--- src/rtl/pbt_pkg.sv ---
package pbt_pkg;
    localparam int unsigned ADDR_W    = 4;
    localparam int unsigned MODE_W    = 5;
    localparam int unsigned NPAIR_MAX = 3;
    localparam int unsigned NFLAG     = 2 * NPAIR_MAX;

    localparam int unsigned MODE_RUN  = 0;
    localparam int unsigned MODE_PWM  = 1;
    localparam int unsigned MODE_BUF0 = 2;

    localparam logic [ADDR_W-1:0] ADDR_MODE = 4'd0;
    localparam logic [ADDR_W-1:0] ADDR_TSEL = 4'd1;
    localparam logic [ADDR_W-1:0] ADDR_CNT  = 4'd8;

    // Active register address of pair i (0:A, 1:B, 2:E)
    function automatic logic [ADDR_W-1:0] act_addr(input int i);
        return (i == 2) ? 4'd6 : 4'(2 + i);
    endfunction

    // Buffer register address of pair i (0:C, 1:D, 2:F)
    function automatic logic [ADDR_W-1:0] buf_addr(input int i);
        return (i == 2) ? 4'd7 : 4'(4 + i);
    endfunction
endpackage

--- src/rtl/pbt_pair.sv ---
module pbt_pair #(
    parameter int unsigned W = 16
) (
    input  logic         clk,
    input  logic         rst_n,
    input  logic         run,
    input  logic [W-1:0] cnt,
    input  logic         xfer_en,
    input  logic         tsel,
    input  logic         clr,
    input  logic         wr_act,
    input  logic         wr_buf,
    input  logic [W-1:0] wr_data,
    output logic [W-1:0] act,
    output logic [W-1:0] buff,
    output logic         match_act,
    output logic         match_buf
);
    typedef struct packed {
        logic [W-1:0] act;
        logic [W-1:0] buff;
    } pair_t;

    pair_t s_q, s_d;
    logic  xfer;

    assign match_act = run && (cnt == s_q.act);
    assign match_buf = run && (cnt == s_q.buff);
    assign act       = s_q.act;
    assign buff      = s_q.buff;

    always_comb begin
        s_d  = s_q;
        xfer = xfer_en && (tsel ? clr : match_act);
        if (wr_act) s_d.act = wr_data;
        if (xfer)   s_d.act = s_q.buff;
        if (wr_buf) s_d.buff = wr_data;
    end

    always_ff @(posedge clk or negedge rst_n) begin
        if (!rst_n) s_q <= '0;
        else        s_q <= s_d;
    end

    // a copy moves the buffer value into the active register
    a_r5_copy_moves_buffer: assert property (@(posedge clk) disable iff (!rst_n)
        xfer |=> (s_q.act == $past(s_q.buff)));

    // without copy permission and without a write, the active value holds
    a_r7_no_copy_when_disabled: assert property (@(posedge clk) disable iff (!rst_n)
        (!xfer_en && !wr_act) |=> $stable(s_q.act));

    // a buffer write colliding with a copy stays in the buffer
    a_r9_write_during_copy: assert property (@(posedge clk) disable iff (!rst_n)
        (xfer && wr_buf) |=> (s_q.buff == $past(wr_data)));
endmodule

--- src/rtl/pbt_counter.sv ---
module pbt_counter #(
    parameter int unsigned W = 16
) (
    input  logic         clk,
    input  logic         rst_n,
    input  logic         run,
    input  logic         pwm_mode,
    input  logic         clr,
    input  logic         duty_match,
    output logic [W-1:0] cnt,
    output logic         pwm
);
    localparam logic [W-1:0] ONE = W'(1);

    typedef struct packed {
        logic [W-1:0] cnt;
        logic         pwm;
    } ctr_t;

    ctr_t s_q, s_d;

    assign cnt = s_q.cnt;
    assign pwm = s_q.pwm;

    always_comb begin
        s_d = s_q;
        if (run) s_d.cnt = clr ? '0 : s_q.cnt + ONE;
        if (!pwm_mode)       s_d.pwm = 1'b0;
        else if (clr)        s_d.pwm = 1'b1;
        else if (duty_match) s_d.pwm = 1'b0;
    end

    always_ff @(posedge clk or negedge rst_n) begin
        if (!rst_n) s_q <= '0;
        else        s_q <= s_d;
    end

    // period match returns the counter to zero
    a_r2_clear_to_zero: assert property (@(posedge clk) disable iff (!rst_n)
        (run && clr) |=> (s_q.cnt == '0));

    // a stopped counter holds
    a_r2_hold_when_stopped: assert property (@(posedge clk) disable iff (!rst_n)
        !run |=> $stable(s_q.cnt));

    // clear raises the output in PWM mode
    a_r3_rise_on_clear: assert property (@(posedge clk) disable iff (!rst_n)
        (pwm_mode && clr) |=> s_q.pwm);

    // output low outside PWM mode
    a_r3_low_outside_pwm: assert property (@(posedge clk) disable iff (!rst_n)
        !pwm_mode |=> !s_q.pwm);
endmodule

--- src/rtl/pbt_timer.sv ---
module pbt_timer
    import pbt_pkg::*;
#(
    parameter int unsigned W          = 16,
    parameter bit          HAS_PAIR_E = 1'b1
) (
    input  logic              clk,
    input  logic              rst_n,
    input  logic              wr_en,
    input  logic [ADDR_W-1:0] wr_addr,
    input  logic [W-1:0]      wr_data,
    input  logic [ADDR_W-1:0] rd_addr,
    output logic [W-1:0]      rd_data,
    output logic [W-1:0]      cnt,
    output logic [NFLAG-1:0]  cmp_flag,
    output logic              cnt_clr,
    output logic              pwm_out
);
    localparam int unsigned       NPAIR     = HAS_PAIR_E ? 3 : 2;
    localparam logic [MODE_W-1:0] MODE_MASK = HAS_PAIR_E ? 5'h1F : 5'h0F;
    localparam logic [2:0]        TSEL_MASK = HAS_PAIR_E ? 3'b111 : 3'b011;

    typedef struct packed {
        logic [MODE_W-1:0] mode;
        logic [2:0]        tsel;
    } cfg_t;

    cfg_t c_q, c_d;

    logic [W-1:0] act_w [NPAIR_MAX];
    logic [W-1:0] buf_w [NPAIR_MAX];
    logic [NPAIR_MAX-1:0] m_act, m_buf;
    logic [W-1:0] cnt_w;
    logic run_w, clr_w, pwm_w;

    assign run_w = c_q.mode[MODE_RUN];
    assign clr_w = m_act[0];

    always_comb begin
        c_d = c_q;
        if (wr_en && wr_addr == ADDR_MODE) c_d.mode = wr_data[MODE_W-1:0] & MODE_MASK;
        if (wr_en && wr_addr == ADDR_TSEL) c_d.tsel = wr_data[2:0] & TSEL_MASK;
    end

    always_ff @(posedge clk or negedge rst_n) begin
        if (!rst_n) c_q <= '0;
        else        c_q <= c_d;
    end

    for (genvar g = 0; g < NPAIR_MAX; g++) begin : g_pair
        if (g < NPAIR) begin : g_on
            pbt_pair #(.W(W)) u_pair (
                .clk       (clk),
                .rst_n     (rst_n),
                .run       (run_w),
                .cnt       (cnt_w),
                .xfer_en   (c_q.mode[MODE_PWM] && c_q.mode[MODE_BUF0 + g]),
                .tsel      (c_q.tsel[g]),
                .clr       (clr_w),
                .wr_act    (wr_en && (wr_addr == act_addr(g))),
                .wr_buf    (wr_en && (wr_addr == buf_addr(g))),
                .wr_data   (wr_data),
                .act       (act_w[g]),
                .buff      (buf_w[g]),
                .match_act (m_act[g]),
                .match_buf (m_buf[g])
            );
        end else begin : g_off
            assign act_w[g] = '0;
            assign buf_w[g] = '0;
            assign m_act[g] = 1'b0;
            assign m_buf[g] = 1'b0;
        end
    end

    pbt_counter #(.W(W)) u_ctr (
        .clk        (clk),
        .rst_n      (rst_n),
        .run        (run_w),
        .pwm_mode   (c_q.mode[MODE_PWM]),
        .clr        (clr_w),
        .duty_match (m_act[1]),
        .cnt        (cnt_w),
        .pwm        (pwm_w)
    );

    always_comb begin
        rd_data = '0;
        for (int i = 0; i < NPAIR_MAX; i++) begin
            if (rd_addr == act_addr(i)) rd_data = act_w[i];
            if (rd_addr == buf_addr(i)) rd_data = buf_w[i];
        end
        case (rd_addr)
            ADDR_MODE: rd_data[MODE_W-1:0] = c_q.mode;
            ADDR_TSEL: rd_data[2:0]        = c_q.tsel;
            ADDR_CNT:  rd_data             = cnt_w;
            default:   ;
        endcase
    end

    assign cnt      = cnt_w;
    assign cnt_clr  = clr_w;
    assign pwm_out  = pwm_w;
    assign cmp_flag = {m_buf[2], m_act[2], m_buf[1], m_buf[0], m_act[1], m_act[0]};

    // reserved timing bits never read back as 1
    a_r1_reserved_bits_zero: assert property (@(posedge clk) disable iff (!rst_n)
        (rd_addr == ADDR_TSEL) |-> ((rd_data >> 3) == '0));

    // a period flag is followed by a zero counter
    a_r11_clear_flag_zeroes_count: assert property (@(posedge clk) disable iff (!rst_n)
        cmp_flag[0] |=> (cnt == '0));
endmodule

--- config.mk ---
export PLATFORM = sky130hd
export DESIGN_NAME = pbt_timer
export DESIGN_NICKNAME = d
export VERILOG_FILES = /design/src/rtl/pbt_pkg.sv /design/src/rtl/pbt_pair.sv /design/src/rtl/pbt_counter.sv /design/src/rtl/pbt_timer.sv
export SDC_FILE = /design/constraint.sdc
export NUM_CORES = 1
export LEC_CHECK = 0
export BUFFER_PORTS_ARGS = -buffer_cell sky130_fd_sc_hd__buf_2
export CAP_MARGIN = 20
export CORE_MARGIN = 2
export CORE_UTILIZATION = 35
export DETAILED_ROUTE_END_ITERATION = 6
export PLACE_DENSITY = 0.58
export SETUP_SLACK_MARGIN = 0.4
export SLEW_MARGIN = 20
export SYNTH_ARGS = -nofsm -noshare
export SYNTH_HDL_FRONTEND = slang
export SYNTH_SLANG_ARGS = --single-unit
--- constraint.sdc ---
create_clock -name clk -period 2.96 [get_ports clk]
set_input_delay 0.888 -clock clk [delete_from_list [all_inputs] [get_ports clk]]
set_output_delay 0.888 -clock clk [all_outputs]
set_load 0.05 [all_outputs]
==> results.md, run 1 <==
* Outcome: finished with violations
* Failing checks: negative setup slack
* Worst setup EP type: output port
* GRT overflow at 0
* Flop pwr share at 0.340
* Critical Path Start Type: input pin
* Total Neg Setup Slack at -3.06 ns
* Max Cap Viol at 0
* Tmin final at 3.20 ns
* Synthesized Nets at 737
* Initial DRT Pass Iterations at 6
* Storage cell area at 3060 um^2
* Clock latency on the worst-skew pair at 0.44 ns
* TritonCTS clock tree: built
* Critical Path RT at 2.07 ns
* Via density at 5.46
* Final setup fails at 22
* Synth Cell Area at 7870 um^2
* Cts hold-fix bufs at 0
* Multi-input gate area at 5260 um^2
* Tightest Pin Transition at 0.916 ns
* TritonCTS buffer count at 17
* Clock power share at 0.319
* Wire per inst at 22.1 um
* Final ANT Viol Nets at 0
* CP arrival at 2.31 ns
* Number of synthesized flops with an enable pin at 0
* Core Box Area at 22000 um^2
* Initial antenna violation count at 0
* Antenna cell count at 0
* Die height at 154 um
* Die width at 154 um
* IO Pins at 67
* Vias in the first global route at 6282
* DR vias at 6222
* H-tree depth at 4
* Part of the cycle the worst path needs at 1.08
* Initial DRC count at 533
* Synth warnings at 0
* Max Fclk at 313 MHz
* Number of clock sinks seen by CTS at 121
* Fin area at 10900 um^2
* Global Route Usage Sum at 0.215
* Flop-to-flop setup slack at 0.45 ns
* P_int at 5.11 mW
* Critical path type: in -> out
* RR Startpoint: u_ctr.cnt[8]$_DFFE_PN0P_
* Max clock buf depth at 2
* Flops & latches, synth at 121
* Sw frac at 0.342
* Routed wire length at 25.2 mm
* HP Class: in -> async
* Routability cong. at 0.875
* Mean Syn Cell Area at 11.1 um^2
* Commonest non-fill, non-tap cell in the layout: mux2_2
* Switching pwr at 2.65 mW
* Post-synthesis sequential area ratio at 0.385
* DRC Markers at 0
* Commonest non-fill, non-tap cells in the layout: 131 x mux2_2, 105 x dfrtp_1, 82 x buf_4, 50 x xnor2_1, 40 x buf_2
* Yosys cell types at 52
* RSZ-0062 raised after global routing: true
* Tot Pwr at 7.77 mW
* Critical R2R Capture: g_pair[0].g_on.u_pair.act[0]$_DFFE_PN0P_
* Reg2reg path depth at 9
* Syn-to-layout area delta at 38.5%
* Final hold vios at 0
* Fin Hold WS at 0.417 ns
* Slew headroom at 0.389
* Initial core utilization at 0.359
* Critical path peak fanout at 6
* Layout net count at 875
* Placed Area at 9120 um^2
* Leak at 4.64 nW
* Clk slew on worst S/H paths at 0.05 ns
* Die ar. at 23700 um^2
* Filler instances at 1919
* HPWL Detailed at 18.2 mm
* Row count at 54
* Share of layout cells above drive strength 1 at 0.570
* Peak VDD IR at 0.000371 V
* Clk_skew at 0.0129 ns
* Synth Flop Type: dfrtp_1
* Largest net degree at the start of global routing at 58
* Root Buffer: clkbuf_16
* Port bufs at 66
* Setup ws final at -0.237 ns
* Fin. max-slew vios at 0
* Synth async-reset ratio at 1.00
* First-pass GRT wire length at 38.0 mm
* Logic pwr share at 0.342
* Post-synthesis cell count at 709
* PwrDens at 712 nW/um^2
power by group through the flow:
stage | clock network (mW) | logic, mW | registers, mW
final | 2.47 | 2.65 | 2.64
after floorplan | 0 | 1.63 | 2.49
after global placement | 0 | 2.18 | 2.62
after global routing | 2.58 | 2.82 | 2.70
after detailed placement | 0 | 2.20 | 2.63
after CTS | 2.50 | 2.48 | 2.60
worst max-delay path, stage by stage:
cell and delay [ns]:
buf_8 0.11, buf_12 0.13, nor3b_4 0.19, buf_6 0.17, o2bb2ai_4 0.12, o211ai_1 0.10, a221o_1 0.34, o21ai_4 0.08
buf_6 0.17
Yosys cell counts, types with 6 or more instances:
library cell / n / area share
mux2_2: 136 / 0.19
dfrtp_1: 121 / 0.38
xnor2_1: 78 / 0.087
nor2_1: 45 / 0.021
o21ai_0: 40 / 0.025
nand2_1: 31 / 0.015
mux2_4: 30 / 0.057
xor2_1: 27 / 0.030
nand4_1: 24 / 0.019
clkbuf_1: 17 / 0.0081
a21oi_1: 13 / 0.0083
buf_4: 13 / 0.012
a222oi_1: 11 / 0.014
buf_2: 11 / 0.0070
buf_6: 10 / 0.014
and3_1: 9 / 0.0072
nor4_1: 9 / 0.0072
nand3_1: 7 / 0.0044
nand2b_1: 6 / 0.0048
nand3b_1: 6 / 0.0057
worst max path at each step:
stage	to	startpoint	slack (ns)	depth (start not counted)
after floorplan	rd_data[0]	rd_addr[3]	-0.03	7
after CTS	rd_data[4]	rd_addr[0]	-0.22	9
after global placement	rd_data[13]	rd_addr[1]	-0.43	9
final	rd_data[4]	rd_addr[0]	-0.24	9
after detailed placement	rd_data[10]	rd_addr[1]	-0.44	9
after global routing	rd_data[4]	rd_addr[0]	-0.28	9
layer usage:
metal	part of all wire	wire (um)	global-route usage	vias up
li1	-	-	-	2826
met3	0.056	1420	0.0471	41
met4	0.028	715	0.0810	0
met1	0.44	11100	0.288	3151
met2	0.48	12000	0.342	204
met5	0	0	0	-
area by class of cell:
cell class | instances | share of cell area
Sequential cell | 121 | 0.280
Inverter | 5 | 0.00172
Multi-Input combinational cell | 528 | 0.482
Clock inverter | 10 | 0.0194
Clock buffer | 22 | 0.0453
Timing Repair Buffer | 174 | 0.139
Tap cell | 280 | 0.0321
timing repair:
| action | in CTS | in global routing |
|---|---|---|
| pin swaps | 39 | 32 |
| hold endpoints to repair | 0 | 0 |
| cloned | 2 | 0 |
| gates resized for setup | 139 | 51 |
| setup buffers | 17 | 19 |
| endpoints found under the setup margin | 23 | 32 |
sequential cells by signal, summed over array words and instances (netlist names):
name and count:
g_pair.g_on.u_pair.act 48, g_pair.g_on.u_pair.buff 48, u_ctr.cnt 16, c_q 8, u_ctr.pwm 1
stage by stage:
stage | cells | worst slack [ns] | utilization
after detailed placement | 1070 | -0.444 | 0.415
final | 1140 | -0.237 | 0.497
after CTS | 1121 | -0.223 | 0.477
after global routing | 1140 | -0.277 | 0.497
after global placement | 1070 | -0.425 | 0.415
after floorplan | 709 | -0.0251 | -
cells by family after synthesis:
group,synth area share
fa+ha+maj,0.00159
compound gates,0.0733
flops,0.385
buf+inv,0.0482
mux,0.257
simple gates,0.115
xor+xnor,0.121
(Power assumes the default switching activity.)
==> run 2: changes to the inputs <==
--- a/config.mk
+++ b/config.mk
@@ -15,4 +15,5 @@
 export SLEW_MARGIN = 20
 export SYNTH_ARGS = -nofsm -noshare
 export SYNTH_HDL_FRONTEND = slang
+export SYNTH_HIERARCHICAL = 1
 export SYNTH_SLANG_ARGS = --single-unit
==> run 2 against run 1 <==
Net effect:
- the run still ends with negative setup slack left
- maximum frequency down 0.85%
- first-iteration DRC count up 45%
- setup slack worse by 0.028 ns
- utilization up 0.65 points
- sequential power down 2%
- design area up 25%
- cell count up 38%
- largest cell class unchanged
==> results.md, run 2 <==
* Levels on crit path at 7 (was 9)
* H-tree depth at 4 (unchanged)
* PwrDens at 648 nW/um^2 (was 712 nW/um^2)
* Top-count cell post-synth: nor2_1 (was mux2_2)
* Final ANT Viol Nets at 0 (unchanged)
* First-pass GRT wire length at 59.7 mm (was 38.0 mm)
* TritonCTS buffer count at 17 (unchanged)
* Core Box Area at 27000 um^2 (was 22000 um^2)
* Row count at 60 (was 54)
* Final setup fails at 35 (was 22)
* Max clock buf depth at 2 (unchanged)
* Routability cong. at 0.962 (was 0.875)
* Flops & latches, synth at 121 (unchanged)
* Worst path bufs/invs at 3 (was 4)
* Synthesized Nets at 1093 (was 737)
* Max Cap Viol at 0 (unchanged)
* Synth warnings at 6 (was 0)
* Fin Hold WS at 0.411 ns (was 0.417 ns)
* Via density at 6.02 (was 5.46)
* DR vias at 9448 (was 6222)
* Initial core utilization at 0.358 (was 0.359)
* Initial DRT Pass Iterations at 5 (was 6)
* GRT overflow at 0 (unchanged)
* DRC Markers at 0 (unchanged)
* Die height at 170 um (was 154 um)
* Commonest non-fill, non-tap cell in the layout: nor2_1 (was mux2_2)
* Initial antenna violation count at 1 (was 0)
* Worst setup EP type: output port (unchanged)
* Worst path slowest cell: dfrtp_4 (was a221o_1)
* Port bufs at 66 (unchanged)
* Final hold vios at 0 (unchanged)
* Commonest non-fill, non-tap cells in the layout: 112 x nor2_1, 105 x dfrtp_1, 92 x mux2_2, 88 x buf_4, 63 x xnor2_1 (was 131 x mux2_2, 105 x dfrtp_1, 82 x buf_4, 50 x xnor2_1, 40 x buf_2)
* Critical R2R Capture: g_pair[0].g_on.u_pair/act[4]$_DFFE_PN0P_ (was g_pair[0].g_on.u_pair.act[0]$_DFFE_PN0P_)
* Synth top area cells: dfrtp_1 31%, mux2_2 11%, xnor2_1 5.8% (was dfrtp_1 38%, mux2_2 19%, xnor2_1 8.7%)
* Root Buffer: clkbuf_16 (unchanged)
* Die ar. at 29000 um^2 (was 23700 um^2)
* Synth Cell Area at 9670 um^2 (was 7870 um^2)
* Fin util at 0.503 (was 0.497)
* Failing checks: negative setup slack (unchanged)
* Critical Path RT at 2.07 ns (about the same)
* Initial DRC count at 775 (was 533)
* Share of layout cells above drive strength 1 at 0.465 (was 0.570)
* Fin. max-slew vios at 0 (unchanged)
* Post-synthesis cell count at 1065 (was 709)
* Leak at 5.67 nW (was 4.64 nW)
* Critical path type: reg -> out (was in -> out)
* Wire per inst at 25.5 um (was 22.1 um)
* Crit path largest cell delay at 0.59 ns (was 0.34 ns)
* CP Capture Point: cmp_flag[3] (was rd_data[4])
* TritonCTS clock tree: built (unchanged)
* Ordered cell list for the critical path: buf_6, xor2_1, nor4_1, buf_4, nand4_1, nor4_4, buf_6 (was buf_8, buf_12, nor3b_4, buf_6, o2bb2ai_4, o211ai_1, a221o_1, o21ai_4, buf_6)
* HP Class: in -> async (unchanged)
* Critical path peak fanout at 7 (was 6)
* HPWL Detailed at 27.5 mm (was 18.2 mm)
* Clk_skew at 0.0126 ns (was 0.0129 ns)
* CP top delay family: simple AND/OR/NAND/NOR gates (was compound AO/OA/AOI/OAI gates)
* Global Route Usage Sum at 0.279 (was 0.215)
* Slew headroom at 0.639 (was 0.389)
* Storage cell area at 3060 um^2 (about the same)
* Clk slew on worst S/H paths at 0.06 ns (was 0.05 ns)
* Syn-to-layout area delta at 40.6% (was 38.5%)
* CP arrival at 2.34 ns (was 2.31 ns)
* Mean Syn Cell Area at 9.08 um^2 (was 11.1 um^2)
* Peak VDD IR at 0.000379 V (was 0.000371 V)
* Largest net degree at the start of global routing at 52 (was 58)
* Vias in the first global route at 9328 (was 6282)
* Reg2reg path depth at 15 (was 9)
* Flop-to-flop setup slack at -0.03 ns (was 0.45 ns)
* Post-synthesis sequential area ratio at 0.313 (was 0.385)
* RR Startpoint: u_ctr/cnt[2]$_DFFE_PN0P_ (was u_ctr.cnt[8]$_DFFE_PN0P_)
* Synth Flop Type: dfrtp_1 (unchanged)
* Clock latency on the worst-skew pair at 0.44 ns (about the same)
* Number of clock sinks seen by CTS at 121 (unchanged)
* Worst Setup SP: u_ctr/cnt[1]$_DFFE_PN0P_ (was rd_addr[0])
* Multi-input gate area at 7420 um^2 (was 5260 um^2)
* Critical Path Start Type: flip-flop (was input pin)
* Tightest Pin Transition at 0.541 ns (was 0.916 ns)
* Filler instances at 2502 (was 1919)
* Part of the cycle the worst path needs at 1.09 (was 1.08)
* Yosys cell types at 57 (was 52)
* Number of synthesized flops with an enable pin at 0 (unchanged)
* Setup ws final at -0.265 ns (was -0.237 ns)
* RSZ-0062 raised after global routing: true (unchanged)
* Commonest cells post-synth: 124 x nor2_1, 121 x dfrtp_1, 92 x mux2_2 (was 136 x mux2_2, 121 x dfrtp_1, 78 x xnor2_1)
* Max Fclk at 310 MHz (was 313 MHz)
* Synth area leader: dfrtp_1 (unchanged)
* Synth async-reset ratio at 1.00 (unchanged)
* Top cell by count, worst path: buf_6 (unchanged)
* Synth top area share at 0.313 (was 0.385)
* IO Pins at 67 (unchanged)
* Layout net count at 1244 (was 875)
* Routed wire length at 40.1 mm (was 25.2 mm)
* Tmin final at 3.22 ns (was 3.20 ns)
* Die width at 170 um (was 154 um)
* Outcome: finished with violations (unchanged)
[run 2: final cells by class]
| type | instances | share of cell area |
|---|---|---|
| multi-input combinational | 861 | 0.546 |
| sequential | 121 | 0.225 |
| timing repair buffer | 208 | 0.153 |
| clock buffer | 22 | 0.0341 |
| tap | 341 | 0.0314 |
| clock inverter | 9 | 0.00902 |
| inverter | 7 | 0.00193 |
| antenna | 1 | 0.000184 |
[run 2: layer usage]
metal | wire length (um) | track usage | part of all wire
met5 | 0 | 0 | 0
met4 | 1660 | 0.112 | 0.041
met3 | 2670 | 0.0423 | 0.066
met2 | 18500 | 0.448 | 0.46
met1 | 17200 | 0.377 | 0.43
[run 2: logic make-up (layout without fill, tap and decap cells)]
group           count (synthesis)  count (layout)  synth area share
other cells                     0               1                 0
mux                           114             114             0.134
xor+xnor                      104             104            0.0942
buf+inv                        83             246            0.0428
flops                         121             121             0.313
compound gates                179             179             0.129
fa+ha+maj                       1               1           0.00129
simple gates                  463             463             0.286
[run 2: through the flow]
step                      area, um^2  setup TNS, ns  setup slack [ns]  cells  total power, mW
final                          13600          -4.39            -0.265   1570             8.82
after global routing           13600          -6.63            -0.289   1570             9.16
after CTS                      13300          -3.64            -0.234   1563             8.54
after detailed placement       11300          -5.44            -0.396   1493             5.76
after global placement         11300          -5.41            -0.383   1493             5.71
after floorplan                10000          -4.75            -0.216   1065             4.54
[run 2: power breakdown]
| group | switching, mW | internal (mW) |
|---|---|---|
| Clock | 0.796 | 1.36 |
| Sequential | 0.632 | 1.96 |
| Combinational | 2.39 | 1.68 |
[run 2: worst min-delay path by stage]
stage | start | endpoint | slack, ns | cells after the start
6_report | rst_n | g_pair[2].g_on.u_pair/act[6]$_DFFE_PN0P_ | 0.41 | 1
5_1_grt | rst_n | g_pair[2].g_on.u_pair/act[6]$_DFFE_PN0P_ | 0.45 | 1
4_1_cts | rst_n | g_pair[2].g_on.u_pair/act[6]$_DFFE_PN0P_ | 0.44 | 1
3_5_place_dp | c_q[5]$_DFFE_PN0P_ | c_q[5]$_DFFE_PN0P_ | 0.53 | 1
3_3_place_gp | c_q[7]$_DFFE_PN0P_ | c_q[7]$_DFFE_PN0P_ | 0.53 | 1
2_1_floorplan | c_q[5]$_DFFE_PN0P_ | c_q[5]$_DFFE_PN0P_ | 0.49 | 1
[run 2: timing repair]
| action | CTS | global route |
|---|---|---|
| buffers inserted | 31 | 5 |
| hold endpoints to repair | 0 | 0 |
| gates cloned | 8 | 1 |
| pin swaps | 31 | 16 |
| resized for setup | 200 | 63 |
| hold buffers | 0 | 0 |
| setup endpoints to repair | 80 | 80 |
==> run 3: changes to the inputs <==
--- a/config.mk
+++ b/config.mk
@@ -5,7 +5,7 @@
 export SDC_FILE = /design/constraint.sdc
 export NUM_CORES = 1
 export LEC_CHECK = 0
-export BUFFER_PORTS_ARGS = -buffer_cell sky130_fd_sc_hd__buf_2
+export BUFFER_PORTS_ARGS = -buffer_cell sky130_fd_sc_hd__buf_4
 export CAP_MARGIN = 20
 export CORE_MARGIN = 2
 export CORE_UTILIZATION = 35
==> run 3 against run 2 <==
Net effect:
- the flow still finishes with violations (negative setup slack)
- clock skew fell by 0.0030 ns
- wire length rose by 1.2%
- sequential cell count did not move
- sequential share of layout area rose by 0.56 points
- first-iteration DRC count rose by 11%
- maximum frequency rose by 1.3%
- global-route usage fell by 0.60 points
- clock power rose by 10%
- cell count fell by 0.96%
==> results.md, run 3 (synthesized netlist as in run 2, its figures left out) <==
* Outcome: finished with violations (unchanged)
* Failing checks: negative setup slack (unchanged)
* Vias in the first global route at 8885 (was 9328)
* Max Cap Viol at 0 (unchanged)
* Max Fclk at 314 MHz (was 310 MHz)
* Final ANT Viol Nets at 0 (unchanged)
* Number of clock sinks seen by CTS at 121 (unchanged)
* Initial core utilization at 0.358 (unchanged)
* Levels on crit path at 7 (unchanged)
* Max clock buf depth at 2 (unchanged)
* Total placed cells including tap cells at 1469 (was 1493)
* RSZ-0062 raised after global routing: true (unchanged)
* HP Class: in -> async (unchanged)
* Fin Hold WS at 0.392 ns (was 0.411 ns)
* Cell Count, Final, Fillers Out at 1555 (was 1570)
* Initial antenna violation count at 0 (was 1)
* Port bufs at 66 (unchanged)
* Die ar. at 29000 um^2 (unchanged)
* Slew headroom at 0.614 (was 0.639)
* Initial DRC count at 861 (was 775)
* Setup ws final at -0.222 ns (was -0.265 ns)
* Fin. max-slew vios at 0 (unchanged)
* H-tree depth at 4 (unchanged)
* TritonCTS buffer count at 17 (unchanged)
* Die width at 170 um (unchanged)
* PwrDens at 679 nW/um^2 (was 648 nW/um^2)
* Tightest Pin Transition at 0.580 ns (was 0.541 ns)
* Via density at 6.12 (was 6.02)
* Tmin final at 3.18 ns (was 3.22 ns)
* Leak at 5.51 nW (was 5.67 nW)
* Root Buffer: clkbuf_16 (unchanged)
* Clk slew on worst S/H paths at 0.06 ns (about the same)
* Worst path slowest cell: dfrtp_4 (unchanged)
* DRC Markers at 0 (unchanged)
* Routability cong. at 0.942 (was 0.962)
* CP arrival at 2.29 ns (was 2.34 ns)
* Critical Path RT at 2.07 ns (about the same)
* Routed wire length at 40.6 mm (was 40.1 mm)
* Final setup fails at 23 (was 35)
* Layout net count at 1227 (was 1244)
* Peak VDD IR at 0.000327 V (was 0.000379 V)
* Initial DRT Pass Iterations at 5 (unchanged)
* Row count at 60 (unchanged)
* Ordered cell list for the critical path: buf_12, buf_6, xor2_2, nor4_2, nand4_1, nor4_4, buf_6 (was buf_6, xor2_1, nor4_1, buf_4, nand4_1, nor4_4, buf_6)
* First-pass GRT wire length at 58.4 mm (was 59.7 mm)
* Critical path peak fanout at 4 (was 7)
* Die height at 170 um (unchanged)
* CP top delay family: simple AND/OR/NAND/NOR gates (unchanged)
* TritonCTS clock tree: built (unchanged)
* Global Route Usage Sum at 0.273 (was 0.279)
* Multi-input gate area at 7280 um^2 (was 7420 um^2)
* Clk_skew at 0.00957 ns (was 0.0126 ns)
* Cts hold-fix bufs at 0 (unchanged)
* Critical Path Start Type: flip-flop (unchanged)
* Share of layout cells above drive strength 1 at 0.428 (was 0.465)
* Core Box Area at 27000 um^2 (unchanged)
* Reg2reg path depth at 9 (was 15)
* HPWL Detailed at 26.6 mm (was 27.5 mm)
* Tot Pwr at 9.05 mW (was 8.82 mW)
* Total Neg Setup Slack at -3.30 ns (was -4.39 ns)
* Crit path largest cell delay at 0.49 ns (was 0.59 ns)
* Commonest non-fill, non-tap cells in the layout: 123 x nor2_1, 123 x buf_4, 104 x dfrtp_1, 92 x mux2_2, 57 x xnor2_1 (was 112 x nor2_1, 105 x dfrtp_1, 92 x mux2_2, 88 x buf_4, 63 x xnor2_1)
* GRT overflow at 0 (unchanged)
* Clock latency on the worst-skew pair at 0.43 ns (was 0.44 ns)
* Part of the cycle the worst path needs at 1.07 (was 1.09)
* Critical path type: reg -> out (unchanged)
* DR vias at 9517 (was 9448)
* Filler instances at 2470 (was 2502)
* Top cell by count, worst path: buf_6 (unchanged)
* Storage cell area at 3070 um^2 (was 3060 um^2)
* Syn-to-layout area delta at 37.7% (was 40.6%)
* IO Pins at 67 (unchanged)
* Largest net degree at the start of global routing at 48 (was 52)
* Worst setup EP type: output port (unchanged)
* Final hold vios at 0 (unchanged)
* Wire per inst at 26.1 um (was 25.5 um)
* Worst path bufs/invs at 3 (unchanged)
[run 3: cell count changes in the layout (fill, tap and decap cells not counted), moves of 8 or more]
cell      delta
or3_1       +15
o21ai_1      +8
o21ai_0      -8
buf_6       -15
buf_2       -39
o22ai_4      -8
nor2_1      +11
or3_4       -15
o221ai_2     -8
nor2_2      -10
buf_4       +35
[run 3: per-stage QoR]
stage,instance area (um^2),setup WS (ns),utilization
after floorplan,10000,-0.216,-
after global placement,11200,-0.275,0.415
after detailed placement,11200,-0.294,0.415
after CTS,12500,-0.236,0.461
after global routing,13300,-0.245,0.493
final,13300,-0.222,0.493
[run 3: worst paths after layout]
kind / from / to / slack (ns)
setup / recovery: u_ctr/cnt[1]$_DFFE_PN0P_ / cmp_flag[3] / -0.22
hold / removal: rst_n / g_pair[2].g_on.u_pair/act[6]$_DFFE_PN0P_ / 0.39
setup reg to reg: u_ctr/cnt[9]$_DFFE_PN0P_ / g_pair[0].g_on.u_pair/act[14]$_DFFE_PN0P_ / 0.36
hold reg to reg: c_q[7]$_DFFE_PN0P_ / c_q[7]$_DFFE_PN0P_ / 0.55
max in group asynchronous: rst_n / g_pair[0].g_on.u_pair/buff[4]$_DFFE_PN0P_ / 1.90
min in group clk: c_q[7]$_DFFE_PN0P_ / c_q[7]$_DFFE_PN0P_ / 0.55
[run 3: report_power, final]
part | internal [mW] | leakage [nW] | switching, mW
clock | 1.54 | 0.317 | 0.832
combinational | 1.71 | 3.65 | 2.38
sequential | 1.97 | 1.55 | 0.626
[run 3: cell type report]
class,count,share of cell area
inverter,7,0.00197
antenna,2,0.000376
clock buffer,21,0.0346
clock inverter,11,0.0146
sequential,121,0.231
tap,341,0.0320
timing repair buffer,185,0.140
multi-input combinational,867,0.546
[run 3: what timing repair did]
item	4_1_cts	5_1_grt
pin swaps	16	32
setup buffers	26	17
setup endpoints to repair	71	71
gates cloned	3	6
resized for setup	78	100
[run 3: metal layers]
| metal | part of all wire | GRT usage | up-vias | wire length (um) |
|---|---|---|---|---|
| met1 | 0.43 | 0.380 | 4817 | 17300 |
| li1 | - | - | 4179 | - |
| met2 | 0.46 | 0.427 | 451 | 18800 |
| met3 | 0.080 | 0.0460 | 70 | 3250 |
| met5 | 0 | 0 | - | 0 |
| met4 | 0.030 | 0.0985 | 0 | 1210 |
